[config.mk]
export PLATFORM = sky130hd
export DESIGN_NAME = spi_selfcheck_master
export DESIGN_NICKNAME = d
export VERILOG_FILES = /design/src/rtl/spi_sc_pkg.sv /design/src/rtl/spi_sc_clkgen.sv /design/src/rtl/spi_sc_shifter.sv /design/src/rtl/spi_sc_errmon.sv /design/src/rtl/spi_selfcheck_master.sv
export SDC_FILE = /design/constraint.sdc
export NUM_CORES = 1
export LEC_CHECK = 0
export ABC_AREA = 0
export BUFFER_PORTS_ARGS = -buffer_cell sky130_fd_sc_hd__clkbuf_2
export CAP_MARGIN = 15
export CELL_PAD_IN_SITES_DETAIL_PLACEMENT = 0
export CELL_PAD_IN_SITES_GLOBAL_PLACEMENT = 2
export CORE_ASPECT_RATIO = 0.9
export CORE_MARGIN = 4
export CORE_UTILIZATION = 32
export DETAILED_ROUTE_END_ITERATION = 6
export PLACE_DENSITY = 0.87
export SYNTH_ARGS = -nofsm -noshare
export SYNTH_HDL_FRONTEND = slang
export SYNTH_SLANG_ARGS = --single-unit
[constraint.sdc]
create_clock -name clk -period 1.51 [get_ports clk]
set_input_delay 0.151 -clock clk [delete_from_list [all_inputs] [get_ports clk]]
set_output_delay 0.151 -clock clk [all_outputs]
set_load 0.05 [all_outputs]
[src/rtl/spi_sc_pkg.sv]
package spi_sc_pkg;

  typedef enum logic [1:0] {
    RX_FROM_MISO = 2'd0,
    RX_FROM_MOSI = 2'd1,
    RX_FROM_TX   = 2'd2
  } rx_src_e;

  // Loop-back wins over half duplex; both override the normal master-in pin.
  function automatic rx_src_e pick_rx_src(input logic loop, input logic hdx);
    if (loop) return RX_FROM_TX;
    if (hdx)  return RX_FROM_MOSI;
    return RX_FROM_MISO;
  endfunction

  // The data-out pad is driven only during a full-duplex, non-loop transfer.
  function automatic logic pad_drives(input logic busy, input logic loop, input logic hdx);
    return busy & ~loop & ~hdx;
  endfunction

  // Mismatch between the pad level read back and the bit meant to be sent.
  function automatic logic pad_mismatch(input logic pad, input logic want);
    return pad ^ want;
  endfunction

endpackage

[src/rtl/spi_sc_clkgen.sv]
module spi_sc_clkgen #(
  parameter int HALF_DIV = 2
) (
  input  logic clk,
  input  logic rst_n,
  input  logic run,
  output logic sclk_q,
  output logic rise_evt,
  output logic fall_evt
);
  localparam int CNT_W = (HALF_DIV > 1) ? $clog2(HALF_DIV) : 1;
  localparam logic [CNT_W-1:0] CNT_LAST = CNT_W'(HALF_DIV - 1);

  logic [CNT_W-1:0] cnt;
  logic phase_end;

  assign phase_end = run && (cnt == CNT_LAST);
  assign rise_evt  = phase_end & ~sclk_q;
  assign fall_evt  = phase_end &  sclk_q;

  always_ff @(posedge clk or negedge rst_n) begin
    if (!rst_n) begin
      cnt    <= '0;
      sclk_q <= 1'b0;
    end else if (!run) begin
      cnt    <= '0;
      sclk_q <= 1'b0;
    end else if (phase_end) begin
      cnt    <= '0;
      sclk_q <= ~sclk_q;
    end else begin
      cnt <= cnt + 1'b1;
    end
  end
endmodule

[src/rtl/spi_sc_shifter.sv]
module spi_sc_shifter #(
  parameter int WORD_W = 8
) (
  input  logic              clk,
  input  logic              rst_n,
  input  logic              load,
  input  logic [WORD_W-1:0] load_word,
  input  logic              rise_evt,
  input  logic              fall_evt,
  input  logic              rx_bit,
  output logic              tx_bit,
  output logic [WORD_W-1:0] rx_shift,
  output logic              last_fall
);
  localparam int CW = $clog2(WORD_W);
  localparam logic [CW-1:0] LAST_IDX = CW'(WORD_W - 1);

  logic [WORD_W-1:0] tx_sh;
  logic [CW-1:0]     bit_cnt;

  assign tx_bit    = tx_sh[WORD_W-1];
  assign last_fall = fall_evt && (bit_cnt == LAST_IDX);

  always_ff @(posedge clk or negedge rst_n) begin
    if (!rst_n) begin
      tx_sh    <= '0;
      rx_shift <= '0;
      bit_cnt  <= '0;
    end else if (load) begin
      tx_sh    <= load_word;
      rx_shift <= '0;
      bit_cnt  <= '0;
    end else begin
      if (rise_evt) rx_shift <= {rx_shift[WORD_W-2:0], rx_bit};
      if (fall_evt) begin
        tx_sh   <= {tx_sh[WORD_W-2:0], 1'b0};
        bit_cnt <= bit_cnt + 1'b1;
      end
    end
  end
endmodule

[src/rtl/spi_sc_errmon.sv]
module spi_sc_errmon
  import spi_sc_pkg::*;
(
  input  logic clk,
  input  logic rst_n,
  input  logic rise_evt,
  input  logic drive_en,
  input  logic pad_bit,
  input  logic want_bit,
  input  logic clr,
  input  logic ie,
  output logic bit_err,
  output logic irq,
  output logic mismatch_evt
);
  assign mismatch_evt = rise_evt & drive_en & pad_mismatch(pad_bit, want_bit);
  assign irq          = bit_err & ie;

  // A new mismatch has priority over the clear strobe.
  always_ff @(posedge clk or negedge rst_n) begin
    if (!rst_n)            bit_err <= 1'b0;
    else if (mismatch_evt) bit_err <= 1'b1;
    else if (clr)          bit_err <= 1'b0;
  end
endmodule

[src/rtl/spi_selfcheck_master.sv]
module spi_selfcheck_master
  import spi_sc_pkg::*;
#(
  parameter int WORD_W   = 8,
  parameter int HALF_DIV = 2,
  parameter int NUM_FMT  = 2,
  localparam int FSEL_W  = (NUM_FMT > 1) ? $clog2(NUM_FMT) : 1
) (
  input  logic              clk,
  input  logic              rst_n,
  input  logic              start,
  input  logic [WORD_W-1:0] tx_word,
  input  logic [FSEL_W-1:0] fmt_sel,
  input  logic [NUM_FMT-1:0] fmt_hdx,
  input  logic              loop_wr,
  input  logic              loop_val,
  input  logic              err_ie,
  input  logic              err_clr,
  input  logic              miso_i,
  input  logic              mosi_i,
  output logic              sclk_o,
  output logic              mosi_o,
  output logic              mosi_oe,
  output logic              busy,
  output logic              done,
  output logic [WORD_W-1:0] rx_word,
  output logic              bit_err,
  output logic              irq,
  output logic              loop_en
);
  logic              busy_q, done_q, loop_q, hdx_q;
  logic [WORD_W-1:0] rx_q;
  logic              start_acc, fmt_hdx_pick;
  logic              sclk_q, rise_evt, fall_evt;
  logic              tx_bit, rx_bit, last_fall, drive_en, mismatch_evt;
  logic [WORD_W-1:0] rx_shift;
  rx_src_e           rx_src;

  assign start_acc = start & ~busy_q;

  always_comb begin
    fmt_hdx_pick = 1'b0;
    for (int i = 0; i < NUM_FMT; i++)
      if (fmt_sel == FSEL_W'(i)) fmt_hdx_pick = fmt_hdx[i];
  end

  spi_sc_clkgen #(.HALF_DIV(HALF_DIV)) u_clk (
    .clk(clk), .rst_n(rst_n), .run(busy_q),
    .sclk_q(sclk_q), .rise_evt(rise_evt), .fall_evt(fall_evt)
  );

  assign rx_src = pick_rx_src(loop_q, hdx_q);
  always_comb begin
    case (rx_src)
      RX_FROM_TX:   rx_bit = tx_bit;
      RX_FROM_MOSI: rx_bit = mosi_i;
      default:      rx_bit = miso_i;
    endcase
  end

  spi_sc_shifter #(.WORD_W(WORD_W)) u_shf (
    .clk(clk), .rst_n(rst_n), .load(start_acc), .load_word(tx_word),
    .rise_evt(rise_evt), .fall_evt(fall_evt), .rx_bit(rx_bit),
    .tx_bit(tx_bit), .rx_shift(rx_shift), .last_fall(last_fall)
  );

  assign drive_en = pad_drives(busy_q, loop_q, hdx_q);

  spi_sc_errmon u_err (
    .clk(clk), .rst_n(rst_n), .rise_evt(rise_evt), .drive_en(drive_en),
    .pad_bit(mosi_i), .want_bit(tx_bit), .clr(err_clr), .ie(err_ie),
    .bit_err(bit_err), .irq(irq), .mismatch_evt(mismatch_evt)
  );

  always_ff @(posedge clk or negedge rst_n) begin
    if (!rst_n) begin
      busy_q <= 1'b0;
      done_q <= 1'b0;
      hdx_q  <= 1'b0;
      loop_q <= 1'b0;
      rx_q   <= '0;
    end else begin
      done_q <= last_fall;
      if (start_acc) begin
        busy_q <= 1'b1;
        hdx_q  <= fmt_hdx_pick;
      end else if (last_fall) begin
        busy_q <= 1'b0;
      end
      if (last_fall) rx_q <= rx_shift;
      if (loop_wr && !busy_q) loop_q <= loop_val;
    end
  end

  assign sclk_o  = sclk_q & ~loop_q;
  assign mosi_oe = drive_en;
  assign mosi_o  = drive_en & tx_bit;
  assign busy    = busy_q;
  assign done    = done_q;
  assign rx_word = rx_q;
  assign loop_en = loop_q;
endmodule

==> flow_summary_export.csv <==
group,metric,value,unit
clock_network,path_clk_slew,60,ps
die,dieArea,5792,um2
run_status,status,"completed",
logic_synthesis,synth-edff-count,0,
placement,dp_hpwl,2131,um
sta,setup_viol,0,
finish,mostFrequentLayoutCells,"dfrtp_1 (33), clkbuf_2 (33), nand2_1 (20)",
detailed_routing,drt_iter0_markers,17,
logic_synthesis,syn-cell-area,1484,um2
sta,finalHoldViolations,0,
die,core-area,4461,um2
logic_synthesis,synthFlopType,"dfrtp_1",
finish,drive_gt1_share,33.15,%
placement,dpl_cell_area,1725,um2
finish,final_area,1871,um2
logic_synthesis,ys_types,24,
finish,instances_no_fill,243,
power,max-vdd-ir-drop,0.0007799,V
sta,fin_crit,1421,ps
flow_run,maxCapViolCount,0,
detailed_routing,drc,0,
critical_path,required,1360,ps
detailed_routing,ant_nets,0,
sta,slew_violations,0,
detailed_routing,vias,1081,
sta,slew_headroom,71.48,%
sta,finalCritPeriodShare,94.10,%
clock_network,tritoncts,"yes",
finish,num_antenna_cells,0,
clock_network,cts_root_buf,"clkbuf_8",
global_route,grt_overflow,0,
power,cellPowerDensity,2168,nW/um2
global_route,grt_pass1_wl,5043,um
clock_network,clock_path_buffers,2,
logic_synthesis,syn_inst,141,
power,power.leakage,0.9581,nW
die,initial_utilization,33.27,%
critical_path,end_kind,"output port",
critical_path,cp-start-kind,"flop",
die,ioPinCount,36,
logic_synthesis,synth_warnings,0,
critical_path,path_class,"reg -> out",
global_route,grt_pass1_vias,1105,
logic_synthesis,yosysSeqAreaShare,57.34,%
clock_network,post_cts_buffers,0,
die,std_cell_rows,23,
finish,final_core_util,41.94,%
finish,ff_latch_area,852.1,um2
hold_path,worstHoldPathType,"in -> reg",
clock_network,clk_latency,280,ps
finish,multiInputGateArea,581.8,um2
detailed_routing,detail_route.wl_per_cell,11.83,um
sta,rsz0062_at_grt,"no",
finish,fillerInstances,444,
sta,fmax,0.7038,GHz
global_route,track_usage,11.35,%
logic_synthesis,synth.avg_cell_area,10.52,um2
logic_synthesis,yosys_register_bits,34,
placement,io_buffers,35,
clock_network,cts-buffers-inserted,5,
logic_synthesis,async_reset_ff_share,100.0,%
die,die_h,72.60,um
detailed_routing,avgViaCountPerCell,4.449,
clock_network,numClockSinks,34,
finish,area_growth,26.05,%
placement,dp_cells,235,
critical_path,crit_fanout,5,
detailed_routing,wirelength,2875,um
sta,tns,0,ps
critical_path,crit_arrival,1270,ps
detailed_routing,dr.pass1.iters,5,
logic_synthesis,syn-num-nets,163,
die,die_w,79.78,um
clock_network,cts_max_level,2,
finish,fin_nets,203,
placement,place_congestion,0.7080,
sta,fin_skew,4.548,ps
sta,worst_pin_slew,427.9,ps
global_route,antenna_found_initial,0,
global_route,grt_max_degree,35,
## Yosys cell counts, types with 3 or more instances
cell type / count / area share [%]
nor2b_1: 3 / 1.3
buf_2: 5 / 1.7
nand3_1: 9 / 3.0
o21ai_0: 8 / 2.7
mux2i_1: 6 / 4.0
and2_1: 3 / 1.3
inv_1: 5 / 1.3
dfrtp_1: 34 / 57
nand2_1: 20 / 5.1
nor2_1: 12 / 3.0
a21oi_1: 14 / 4.7
mux2_2: 5 / 3.8
## per-layer routing
layer  vias to the layer above  GRT usage, %  share of wire [%]
li1                        544             -                  -
met1                       505         14.16                 44
met2                        27         17.42                 48
met3                         5         5.556                6.2
met4                         0         3.565                1.1
met5                         -             0                  0
## worst paths after layout
kind / from / endpoint / slack, ps / cells past startpoint
max: loop_en / mosi_o / 90 / 3
min: err_clr / u_err.bit_err / 50 / 2
max reg2reg: u_shf.bit_cnt[0] / rx_word[7] / 110 / 4
min reg2reg: rx_word[0] / rx_word[0] / 480 / 2
max in group asynchronous: rst_n / busy / 740 / 3
min in group asynchronous: rst_n / rx_word[1] / 430 / 3
## worst max-delay path: stages, from the launching register on
cell and delay [ps]:
dfrtp_1 440, nor2_2 170, and3_1 160, clkbuf_4 220
## state kept, by name, indices dropped and copies added, names as in the netlist
| register | cells |
|---|---|
| done | 1 |
| loop_en | 1 |
| u_shf.bit_cnt | 3 |
| u_clk.sclk_q | 1 |
| u_clk.cnt | 1 |
| hdx_q | 1 |
| busy | 1 |
| u_err.bit_err | 1 |
| u_shf.tx_sh | 8 |
| rx_word | 8 |
| u_shf.rx_shift | 8 |
## final cells by class
cell class / count / area share (%)
Tap cell: 62 / 4.147
Multi-Input combinational cell: 94 / 31.10
Clock buffer: 6 / 4.415
Clock inverter: 1 / 1.605
Sequential cell: 34 / 45.55
Timing Repair Buffer: 41 / 12.17
Inverter: 5 / 1.003
## what timing repair did
action,4_1_cts,5_1_grt
hold buffers,1,0
resized for setup,1,6
endpoints found under the hold margin,34,0
endpoints found under the setup margin,1,18
## per-stage QoR
stage          power, mW  setup slack (ps)  hold WS [ps]
2_1_floorplan      2.849             14.24        -144.6
6_report           4.056             89.16         53.06
3_3_place_gp       3.171             105.5         198.3
3_5_place_dp       3.236             64.06         207.0
5_1_grt            4.365             27.13         63.95
4_1_cts            4.086             8.233         47.16
## power breakdown
| part | total (mW) | internal (mW) | switching [mW] |
|---|---|---|---|
| sequential | 1.59 | 1.28 | 0.308 |
| combinational | 1.64 | 0.559 | 1.08 |
| clock | 0.827 | 0.527 | 0.300 |
## cells by family (layout without fill, tap and decap cells)
group                    count (synthesis)  in the layout  synth area share (%)
AND/OR/NAND/NOR                         53             53                 17.03
flip-flops                              34             34                 57.34
AO/OA/AOI/OAI                           24             24                 8.179
multiplexers                            13             13                 9.865
buffers and inverters                   13             53                 4.721
adder cells (fa/ha/maj)                  2              2                 1.686
XOR/XNOR                                 2              2                 1.181
(Power assumes the default switching activity.)
